`src/rtl/evt_tmr_pkg.sv`:
```
// Package: shared field positions and types for the event timer channel.
// Assumes 64-bit register words; positions are those software decodes.
package evt_tmr_pkg;
    localparam int WORD_W      = 64;
    localparam int BIT_LVL     = 1;
    localparam int BIT_IEN     = 2;
    localparam int BIT_PER     = 3;
    localparam int BIT_CAP_PER = 4;
    localparam int BIT_CAP_64  = 5;
    localparam int BIT_VSET    = 6;
    localparam int BIT_M32     = 8;

    // Writable configuration state of one channel.
    typedef struct packed {
        logic m32;      // force 32-bit operation
        logic periodic; // periodic mode
        logic ien;      // interrupt enable
        logic lvl;      // level mode
    } chan_cfg_t;

    // Clear the upper half of a word.
    function automatic logic [WORD_W-1:0] low_half(input logic [WORD_W-1:0] v);
        return {{(WORD_W/2){1'b0}}, v[WORD_W/2-1:0]};
    endfunction
endpackage

```
`src/rtl/evt_cfg_regs.sv`:
```
// Configuration register of one channel.
// Holds level, enable, periodic and force-32 bits; masks bits the channel
// lacks the capability for; raises a one-cycle arm pulse for value-set.
// Assumes a write strobe already decoded for this word.
module evt_cfg_regs
    import evt_tmr_pkg::*;
#(
    parameter bit PERIODIC_CAP = 1'b1,
    parameter bit WIDE_CAP     = 1'b1
) (
    input  logic      clk,
    input  logic      rst_n,
    input  logic      cfg_we,
    input  logic      wb_lvl,
    input  logic      wb_ien,
    input  logic      wb_per,
    input  logic      wb_vset,
    input  logic      wb_m32,
    output chan_cfg_t cfg_o,
    output logic      vs_arm_o
);
    chan_cfg_t cfg_q;

    // Capture writable bits, dropping those without capability.
    always_ff @(posedge clk) begin
        if (!rst_n) begin
            cfg_q <= '0;
        end else if (cfg_we) begin
            cfg_q.lvl      <= wb_lvl;
            cfg_q.ien      <= wb_ien;
            cfg_q.periodic <= wb_per & PERIODIC_CAP;
            cfg_q.m32      <= wb_m32 & WIDE_CAP;
        end
    end

    assign cfg_o    = cfg_q;
    assign vs_arm_o = cfg_we & wb_vset;
endmodule

```
`src/rtl/evt_cmp_store.sv`:
```
// Comparator and period storage of one channel.
// A plain comparator write sets target and period; with value-set armed,
// the first write sets the target and the second the period, after which
// value-set clears. In periodic mode a compare event adds the period.
// Assumes arm pulse and comparator write never coincide.
module evt_cmp_store
    import evt_tmr_pkg::*;
#(
    parameter bit WIDE_CAP = 1'b1
) (
    input  logic              clk,
    input  logic              rst_n,
    input  logic              cmp_we,
    input  logic [WORD_W-1:0] wdata,
    input  logic              vs_arm,
    input  logic              periodic,
    input  logic              mode32,
    input  logic              fire,
    output logic [WORD_W-1:0] cmp_o,
    output logic              vs_o
);
    localparam logic [WORD_W-1:0] CMP_RST =
        WIDE_CAP ? {WORD_W{1'b1}} : {{(WORD_W/2){1'b0}}, {(WORD_W/2){1'b1}}};

    logic [WORD_W-1:0] cmp_q, per_q, wval, next_cmp, sum_full;
    logic              vs_q, phase_q;

    assign wval     = WIDE_CAP ? wdata : low_half(wdata);
    assign sum_full = cmp_q + per_q;
    assign next_cmp = mode32 ? low_half(sum_full) : sum_full;

    // Comparator target and period update, write wins over reload.
    always_ff @(posedge clk) begin
        if (!rst_n) begin
            cmp_q <= CMP_RST;
            per_q <= '0;
        end else if (cmp_we) begin
            if (vs_q && phase_q) begin
                per_q <= wval;
            end else if (vs_q) begin
                cmp_q <= wval;
            end else begin
                cmp_q <= wval;
                per_q <= wval;
            end
        end else if (fire && periodic) begin
            cmp_q <= next_cmp;
        end
    end

    // Value-set sequencer: arm, then target write, then period write.
    always_ff @(posedge clk) begin
        if (!rst_n) begin
            vs_q    <= 1'b0;
            phase_q <= 1'b0;
        end else if (vs_arm) begin
            vs_q    <= 1'b1;
            phase_q <= 1'b0;
        end else if (cmp_we && vs_q) begin
            vs_q    <= ~phase_q;
            phase_q <= ~phase_q;
        end
    end

    assign cmp_o = cmp_q;
    assign vs_o  = vs_q;

    p_cmp_stable_r3: assert property (@(posedge clk) disable iff (!rst_n)
        (!periodic && !cmp_we) |=> $stable(cmp_q));
    p_vs_clears_r6: assert property (@(posedge clk) disable iff (!rst_n)
        (cmp_we && vs_q && phase_q && !vs_arm) |=> !vs_q);
    p_reload_r5: assert property (@(posedge clk) disable iff (!rst_n)
        (fire && periodic && !cmp_we && !mode32) |=> (cmp_q == $past(cmp_q + per_q)));
endmodule

```
`src/rtl/evt_match.sv`:
```
// Match detector of one channel.
// Signals a compare event on counter/comparator equality, suppressed when
// the counter has not moved since an equal cycle; in 32-bit operation it
// also signals the wrap of the low counter half. Assumes glb_en gating.
module evt_match
    import evt_tmr_pkg::*;
(
    input  logic              clk,
    input  logic              rst_n,
    input  logic              glb_en,
    input  logic [WORD_W-1:0] cnt,
    input  logic [WORD_W-1:0] cmp,
    input  logic              mode32,
    output logic              fire_o,
    output logic              ev_o
);
    localparam int HALF = WORD_W / 2;

    logic [WORD_W-1:0] prev_q;
    logic              eq, eq_q, prev_ok_q, hold, wrap;

    assign eq     = mode32 ? (cnt[HALF-1:0] == cmp[HALF-1:0]) : (cnt == cmp);
    assign hold   = eq_q && (cnt == prev_q);
    assign fire_o = glb_en && eq && !hold;
    assign wrap   = glb_en && mode32 && prev_ok_q
                    && (prev_q[HALF-1:0] == {HALF{1'b1}})
                    && (cnt[HALF-1:0] == '0);
    assign ev_o   = fire_o || wrap;

    // History of counter and equality for hold and wrap detection.
    always_ff @(posedge clk) begin
        if (!rst_n) begin
            prev_q    <= '0;
            eq_q      <= 1'b0;
            prev_ok_q <= 1'b0;
        end else begin
            prev_q    <= cnt;
            eq_q      <= eq && glb_en;
            prev_ok_q <= 1'b1;
        end
    end
endmodule

```
`src/rtl/evt_irq_out.sv`:
```
// Output stage of one channel.
// Registers the status-set pulse, the edge interrupt pulse and the level
// latch; the latch holds until a clear, a new event wins over the clear.
module evt_irq_out (
    input  logic clk,
    input  logic rst_n,
    input  logic ev,
    input  logic int_en,
    input  logic lvl_mode,
    input  logic sts_clr,
    output logic sts_set_o,
    output logic irq_edge_o,
    output logic irq_level_o
);
    logic sts_q, edge_q, lvl_q;

    // Pulse outputs follow the event by one cycle.
    always_ff @(posedge clk) begin
        if (!rst_n) begin
            sts_q  <= 1'b0;
            edge_q <= 1'b0;
        end else begin
            sts_q  <= ev;
            edge_q <= ev && int_en && !lvl_mode;
        end
    end

    // Level latch: set by event, cleared by status clear.
    always_ff @(posedge clk) begin
        if (!rst_n) begin
            lvl_q <= 1'b0;
        end else if (ev && lvl_mode) begin
            lvl_q <= 1'b1;
        end else if (sts_clr) begin
            lvl_q <= 1'b0;
        end
    end

    assign sts_set_o   = sts_q;
    assign irq_edge_o  = edge_q;
    assign irq_level_o = lvl_q && int_en;

    p_sts_pulse_r9: assert property (@(posedge clk) disable iff (!rst_n)
        ev |=> sts_q);
    p_edge_pulse_r10: assert property (@(posedge clk) disable iff (!rst_n)
        (ev && int_en && !lvl_mode) |=> edge_q);
    p_level_hold_r11: assert property (@(posedge clk) disable iff (!rst_n)
        (lvl_q && !sts_clr) |=> lvl_q);
endmodule

```
`src/rtl/evt_cmp_channel.sv`:
```
// Top of one event timer comparator channel.
// Decodes the channel's two register words, assembles readback, and wires
// configuration, comparator storage, match detection and outputs.
// Assumes the main counter and status register live outside.
module evt_cmp_channel
    import evt_tmr_pkg::*;
#(
    parameter int CH_IDX       = 0,
    parameter int ADDR_W       = 12,
    parameter bit PERIODIC_CAP = 1'b1,
    parameter bit WIDE_CAP     = 1'b1
) (
    input  logic              clk,
    input  logic              rst_n,
    input  logic              glb_en,
    input  logic [63:0]       main_cnt,
    input  logic              wr_en,
    input  logic [ADDR_W-1:0] wr_addr,
    input  logic [63:0]       wr_data,
    input  logic [ADDR_W-1:0] rd_addr,
    output logic [63:0]       rd_data,
    input  logic              sts_clr,
    output logic              sts_set,
    output logic              irq_edge,
    output logic              irq_level
);
    localparam int                CFG_OFF_I = 256 + 32 * CH_IDX;
    localparam int                CMP_OFF_I = CFG_OFF_I + 8;
    localparam logic [ADDR_W-1:0] CFG_OFF   = CFG_OFF_I[ADDR_W-1:0];
    localparam logic [ADDR_W-1:0] CMP_OFF   = CMP_OFF_I[ADDR_W-1:0];

    chan_cfg_t         cfg;
    logic              cfg_we, cmp_we, vs_arm, vs_flag, mode32, fire, ev;
    logic [WORD_W-1:0] cmp_val, cfg_word;

    assign cfg_we = wr_en && (wr_addr == CFG_OFF);
    assign cmp_we = wr_en && (wr_addr == CMP_OFF);
    assign mode32 = !WIDE_CAP || cfg.m32;

    evt_cfg_regs #(.PERIODIC_CAP(PERIODIC_CAP), .WIDE_CAP(WIDE_CAP)) u_cfg (
        .clk     (clk),
        .rst_n   (rst_n),
        .cfg_we  (cfg_we),
        .wb_lvl  (wr_data[BIT_LVL]),
        .wb_ien  (wr_data[BIT_IEN]),
        .wb_per  (wr_data[BIT_PER]),
        .wb_vset (wr_data[BIT_VSET]),
        .wb_m32  (wr_data[BIT_M32]),
        .cfg_o   (cfg),
        .vs_arm_o(vs_arm)
    );

    evt_cmp_store #(.WIDE_CAP(WIDE_CAP)) u_store (
        .clk     (clk),
        .rst_n   (rst_n),
        .cmp_we  (cmp_we),
        .wdata   (wr_data),
        .vs_arm  (vs_arm),
        .periodic(cfg.periodic),
        .mode32  (mode32),
        .fire    (fire),
        .cmp_o   (cmp_val),
        .vs_o    (vs_flag)
    );

    evt_match u_match (
        .clk   (clk),
        .rst_n (rst_n),
        .glb_en(glb_en),
        .cnt   (main_cnt),
        .cmp   (cmp_val),
        .mode32(mode32),
        .fire_o(fire),
        .ev_o  (ev)
    );

    evt_irq_out u_out (
        .clk        (clk),
        .rst_n      (rst_n),
        .ev         (ev),
        .int_en     (cfg.ien),
        .lvl_mode   (cfg.lvl),
        .sts_clr    (sts_clr),
        .sts_set_o  (sts_set),
        .irq_edge_o (irq_edge),
        .irq_level_o(irq_level)
    );

    // Assemble the configuration/capability readback word.
    always_comb begin
        cfg_word              = '0;
        cfg_word[BIT_LVL]     = cfg.lvl;
        cfg_word[BIT_IEN]     = cfg.ien;
        cfg_word[BIT_PER]     = cfg.periodic;
        cfg_word[BIT_CAP_PER] = PERIODIC_CAP;
        cfg_word[BIT_CAP_64]  = WIDE_CAP;
        cfg_word[BIT_VSET]    = vs_flag;
        cfg_word[BIT_M32]     = cfg.m32;
    end

    // Read multiplexer over the channel's two words.
    always_comb begin
        if (rd_addr == CFG_OFF)      rd_data = cfg_word;
        else if (rd_addr == CMP_OFF) rd_data = cmp_val;
        else                         rd_data = '0;
    end

    p_quiet_halted_r4: assert property (@(posedge clk) disable iff (!rst_n)
        !glb_en |=> !sts_set);
    p_edge_with_status_r10: assert property (@(posedge clk) disable iff (!rst_n)
        irq_edge |-> sts_set);
endmodule

```
`config.mk`:
```
export PLATFORM = sky130hd
export DESIGN_NAME = evt_cmp_channel
export DESIGN_NICKNAME = d
export VERILOG_FILES = /design/src/rtl/evt_tmr_pkg.sv /design/src/rtl/evt_cfg_regs.sv /design/src/rtl/evt_cmp_store.sv /design/src/rtl/evt_match.sv /design/src/rtl/evt_irq_out.sv /design/src/rtl/evt_cmp_channel.sv
export SDC_FILE = /design/constraint.sdc
export NUM_CORES = 1
export LEC_CHECK = 0
export BUFFER_PORTS_ARGS = -buffer_cell sky130_fd_sc_hd__buf_2
export CORE_MARGIN = 3
export CORE_UTILIZATION = 45
export CTS_BUF_LIST = sky130_fd_sc_hd__clkbuf_8 sky130_fd_sc_hd__clkbuf_16
export DETAILED_ROUTE_END_ITERATION = 7
export GPL_ROUTABILITY_DRIVEN = 0
export GPL_TIMING_DRIVEN = 0
export PLACE_DENSITY = 0.66
export SYNTH_ARGS = -nofsm -noshare
export SYNTH_HDL_FRONTEND = slang
export SYNTH_SLANG_ARGS = --single-unit
```
`constraint.sdc`:
```
create_clock -name clk -period 4.3 [get_ports clk]
set_input_delay 0.43 -clock clk [delete_from_list [all_inputs] [get_ports clk]]
set_output_delay 0.43 -clock clk [all_outputs]
set_load 0.02 [all_outputs]
```
======== Yosys cells after proc, flatten, opt, wreduce, memory -nomap -nowiden ========
Index checks and enable logic that the tools add are counted.
word-level totals
  output and inout bits ................... 67
  word-level logic and storage cells ...... 68
  flip-flop bits (word level) ............. 203
  input bits .............................. 157
operators by class
  reductions and logical operators ........ 26
  bitwise operators ....................... 3
  add/sub/neg operators ................... 1
  eq/ne operators ......................... 10
  mux-type cells .......................... 14
operators with widths
  operator              count
  $mux 64               8
  $eq 64x64->1          2
  $add 64x64->64        1
  $eq 12x9->1 const B   4
  $eq 32x32->1          1
  $eq 32x32->1 const B  1
  $logic_not 32->1      1
  $logic_and 1x1->1     16
  $mux 1                6
  $reduce_bool 2->1     3
  $ne 2x2->1 const B    2
  $reduce_and 2->1      2
  $logic_not 1->1       2
  $not 1->1             2
  $reduce_or 2->1       1
  $and 1x1->1           1
  $logic_or 1x1->1      1

======== Longest topological paths before layout ========
  depth after elaboration ................. 7
  gate-level depth with buffers ........... 12
  gate-level depth less buffers ........... 12

======== Modules after synthesis ========
A second synthesis with hierarchy kept.
unflattened totals
  cell total of the unflattened synthesis .. 1733
  area, all modules ....................... 13917.1 um^2
by module, submodules not included
  module           cells each  area each (um^2)  instances
  evt_cmp_store    1170        8842.2            1
  evt_match        375         3514.6            1
  evt_cmp_channel  165         1295.0            1
  evt_cfg_regs     14          163.9             1
  evt_irq_out      9           101.3             1

======== Worst setup path after synthesis ========
OpenSTA, ideal clock, no wires.
  kind .................................... register to register
  start ................................... register u_store.cmp_q[0], in the netlist u_store.cmp_o[0]
  end ..................................... register u_store.cmp_q[46], in the netlist u_store.cmp_o[46]
  data required time ...................... 4.171 ns
  path slack .............................. 1.452 ns
  path buffers ............................ 0
  data arrival time ....................... 2.719 ns
  cell stages (with the launch flop) ...... 13
  path through ............................ dfxtp_1 > ha_1 > fa_1 > a211oi_1 > o21ai_0 > o21ai_1 > o211ai_1 > a31oi_1 > o31ai_1 > a21oi_1 > xnor2_1 > a221oi_1 > o21ai_1
on the way
  word-level cells in the longest chain between the ends .. 7
  elaborated cells on any way between the ends .. 12
  those cells by class .................... add/sub: 1; eq/ne: 2; mux: 4; reduce/logical: 5
RTL lines
  element                                                 line                 text
  start, declared                                         evt_cmp_store.sv:25  logic [WORD_W-1:0] cmp_q, per_q, wval, next_cmp, sum_full;
  start signal, assigned                                  evt_cmp_store.sv:41  cmp_q <= wval;
  start signal, assigned                                  evt_cmp_store.sv:43  cmp_q <= wval;
  start signal, assigned                                  evt_cmp_store.sv:47  cmp_q <= next_cmp;
  branches (longest 7 deep; another with $add 64x64->64)  --
Several ways; the timed one is not identified. The select of a mux whose other input is x is not followed.
A chain may end at the register's enable or synchronous reset.

======== Worst setup path in the final report ========
  start ................................... register u_store.cmp_q[0], in the netlist u_store.cmp_o[0]
  end ..................................... register u_store.cmp_q[58], in the netlist u_store.cmp_o[58]
Same word-level chain as after synthesis.

==> metrics.yaml <==
sta:
  worst_slew_pin_slew_ns: 0.926
  hold_violations: 0
  setup_ws_ns: 0.438
  fin_tns_setup_ns: 0
  post-route-period-util: 0.898
  skew_ns: 0.0123
  grt_setup_unrepaired: "no"
  max_slew_margin: 0.366
  holdWs_ns: 0.0820
  slew_viol_final: 0
  finalSetupViolCount: 0
  fin_crit_ns: 3.86
  timing.fmax_mhz: 259
pwr:
  p_sw_frac: 0.234
  power.internal_mw: 3.36
  p_sw_mw: 1.03
  total_power_mw: 4.38
  clkPwrFrac: 0.485
  cellPowerDensity_nw_per_um2: 281
  p_seq_frac: 0.440
  power_leakage_nw: 7.10
  max-vdd-ir-drop_mv: 0.261
  power_frac_comb: 0.074
route:
  drc: 0
  drt-total-wl_um: 48300
  wl_met3_um: 4290
  drtIter0Drc: 1426
  ant_nets: 0
  firstDrtPassIters: 6
  vias: 13500
  wl_met1_um: 20500
  routed.top_layer: "met4"
  wl_met2_um: 21200
  detail_route.wl_per_cell_um: 20.7
  viasPerCell: 5.78
hold_path:
  whs_endpoint: "u_match.prev_ok_q$_DFF_P_"
  holdCritPathClass: "primary input to flip-flop"
  hold_path_depth: 1
  min_from: "rst_n"
worst_setup_path:
  worstRegToRegCells: 11
  rr_startpoint: "u_store.cmp_o[0]$_SDFFE_PN1P_"
  arrival_ns: 4.23
  end_kind: "flip-flop"
  cp_max_fo: 5
  r2r_end: "u_store.cmp_o[58]$_SDFFE_PN1P_"
  critical_path_class: "flip-flop to flip-flop"
  cp-start-kind: "flip-flop"
  reg2reg_slack_ns: 0.44
  worstPathRequired_ns: 4.67
floorplan:
  num_rows: 62
  die_w_um: 177
  core_area_um2: 28800
  num_io_pins: 224
  dieArea_um2: 31400
  die_h_um: 177
  start_util: 0.458
synthesis:
  synth_nets: 1902
  syn_avg_cell_area_um2: 7.85
  synthDistinctLibCells: 70
  ys_ff_latch: 203
  yosys_warnings: 0
  synth_edf_count: 0
  syn_inst: 1681
  ys_seq_area_frac: 0.308
  ys_async_sr_fraction: 0
  ys.flop_type: "dfxtp_1"
  syn_area_um2: 13200
grt:
  antenna_found_initial: 1
  grt_overflow: 0
  grt_pass1_vias: 12700
  grt_pass1_wl_um: 72100
  grt_max_degree: 14
  track_usage: 0.296
finish:
  fin_nets: 2150
  drive_above_1_share: 0.145
  final_common_cell: "nand2_1"
  stdcell_count: 2330
  final_cell_mix: "nand2_1 (244), buf_2 (225), dfxtp_1 (203)"
  area_growth_syn_to_layout_pct: 18.3
clock_tree:
  cts.repair.resized: 0
  cts_num_sinks: 203
  path_clk_slew_ns: 0.06
  cts_tree: "built"
  ctsHoldBuffers: 0
  ctsHtreeMaxLevel: 1
  numCtsBuffers: 23
  cts_buffer_depth: 3
  cts-root-buf: "clkbuf_16"
  clock_latency_ns: 0.52
  cts_setup_buffers: 0
flow_run:
  max_cap_viol_count: 0
placed_design:
  port_buffers: 222
  dp_cells: 2288
  dp_hpwl_um: 38400
  pre_cts_ws_ns: 0.520
outcome:
  status: "finished clean"
Yosys cell counts, drive strengths merged (8+ instances only):
master    n  area share
nor3     19      0.0072
a211oi    8      0.0046
nor2     93       0.026
o31ai     8      0.0049
ha       63       0.060
xnor2    94       0.062
o211ai   13      0.0074
a21boi   68       0.039
and2    127       0.060
a21o     28       0.016
nand3    25      0.0099
xor2     62       0.041
clkbuf   88       0.025
nor4     27       0.013
o21bai   16      0.0091
nand4    46       0.022
buf       9      0.0054
nand2   244       0.069
nor2b    28       0.013
nand2b    8      0.0038
inv      46       0.013
and3     16      0.0076
a21oi   140       0.053
o21ai    57       0.022
dfxtp   203        0.31
mux2i    44       0.033
a31oi    23       0.012
a221oi   12      0.0080
worst max-delay path: stages, from the launching register on:
cell,delay (ns)
dfxtp_1,0.37
ha_1,0.27
fa_1,0.44
a211oi_1,0.27
o21ai_0,0.17
o21ai_1,0.23
o211ai_1,0.20
a31oi_1,0.62
o311ai_1,0.35
a21boi_1,0.38
mux2i_1,0.29
a31oi_1,0.11
registers in the layout (all words and copies together) (netlist names):
name / flops
u_out.lvl_q: 1
u_out.sts_set_o: 1
u_store.phase_q: 1
u_store.cmp_o: 64
u_cfg.cfg_o: 4
u_match.prev_ok_q: 1
u_match.prev_q: 64
u_store.vs_o: 1
u_out.irq_edge_o: 1
u_store.per_q: 64
u_match.eq_q: 1
routing by layer:
layer	track usage	vias up
met3	0.0414	137
met1	0.397	6259
met4	0.125	0
li1	-	6365
met5	0	-
met2	0.479	712
worst max path at each step:
| stage | slack, ns | depth (start not counted) | to | startpoint |
|---|---|---|---|---|
| 6_report | 0.44 | 11 | u_store.cmp_o[58]$_SDFFE_PN1P_ | u_store.cmp_o[0]$_SDFFE_PN1P_ |
| 2_1_floorplan | 1.45 | 12 | u_store.cmp_o[46]$_SDFFE_PN1P_ | u_store.cmp_o[0]$_SDFFE_PN1P_ |
| 3_5_place_dp | 0.52 | 11 | u_store.cmp_o[58]$_SDFFE_PN1P_ | u_store.cmp_o[0]$_SDFFE_PN1P_ |
| 4_1_cts | 0.49 | 11 | u_store.cmp_o[58]$_SDFFE_PN1P_ | u_store.cmp_o[0]$_SDFFE_PN1P_ |
| 5_1_grt | 0.19 | 12 | u_store.cmp_o[62]$_SDFFE_PN1P_ | u_store.cmp_o[0]$_SDFFE_PN1P_ |
| 3_3_place_gp | 0.54 | 9 | u_store.per_q[57]$_SDFFE_PN0P_ | wr_addr[9] |
final cells by class:
| class | instances | area, um^2 |
|---|---|---|
| inverter | 46 | 173 |
| clock inverter | 16 | 209 |
| tap | 384 | 480 |
| antenna | 1 | 2.50 |
| multi-input combinational | 1335 | 8560 |
| timing repair buffer | 223 | 1120 |
| sequential | 203 | 4060 |
| buffer | 97 | 402 |
| clock buffer | 25 | 603 |
| fill | 2818 | 13200 |
cell families (layout without fill, tap and decap cells):
| group | Yosys count | count (layout) | share of synthesized area |
|---|---|---|---|
| AO/OA/AOI/OAI | 419 | 419 | 0.206 |
| multiplexers | 45 | 45 | 0.0342 |
| flip-flops | 203 | 203 | 0.308 |
| other | 0 | 1 | 0 |
| buffers and inverters | 143 | 407 | 0.0435 |
| XOR/XNOR | 156 | 156 | 0.104 |
| AND/OR/NAND/NOR | 651 | 651 | 0.243 |
| adder cells (fa/ha/maj) | 64 | 64 | 0.0613 |
per-stage QoR:
step | cell area, um^2 | utilization
5_1_grt | 15600 | 0.542
4_1_cts | 15600 | 0.542
2_1_floorplan | 13200 | -
6_report | 15600 | 0.542
3_5_place_dp | 14800 | 0.514
3_3_place_gp | 14800 | 0.514
power by group through the flow:
stage / registers [mW] / clock network [mW] / logic (mW)
after detailed placement: 1.97 / 0 / 0.318
final: 1.93 / 2.13 / 0.326
after floorplan: 1.97 / 0 / 0.138
after CTS: 1.93 / 2.15 / 0.320
after global placement: 1.97 / 0 / 0.315
after global routing: 1.93 / 2.22 / 0.345
No activity file was read; power rests on OpenSTA's default activity.
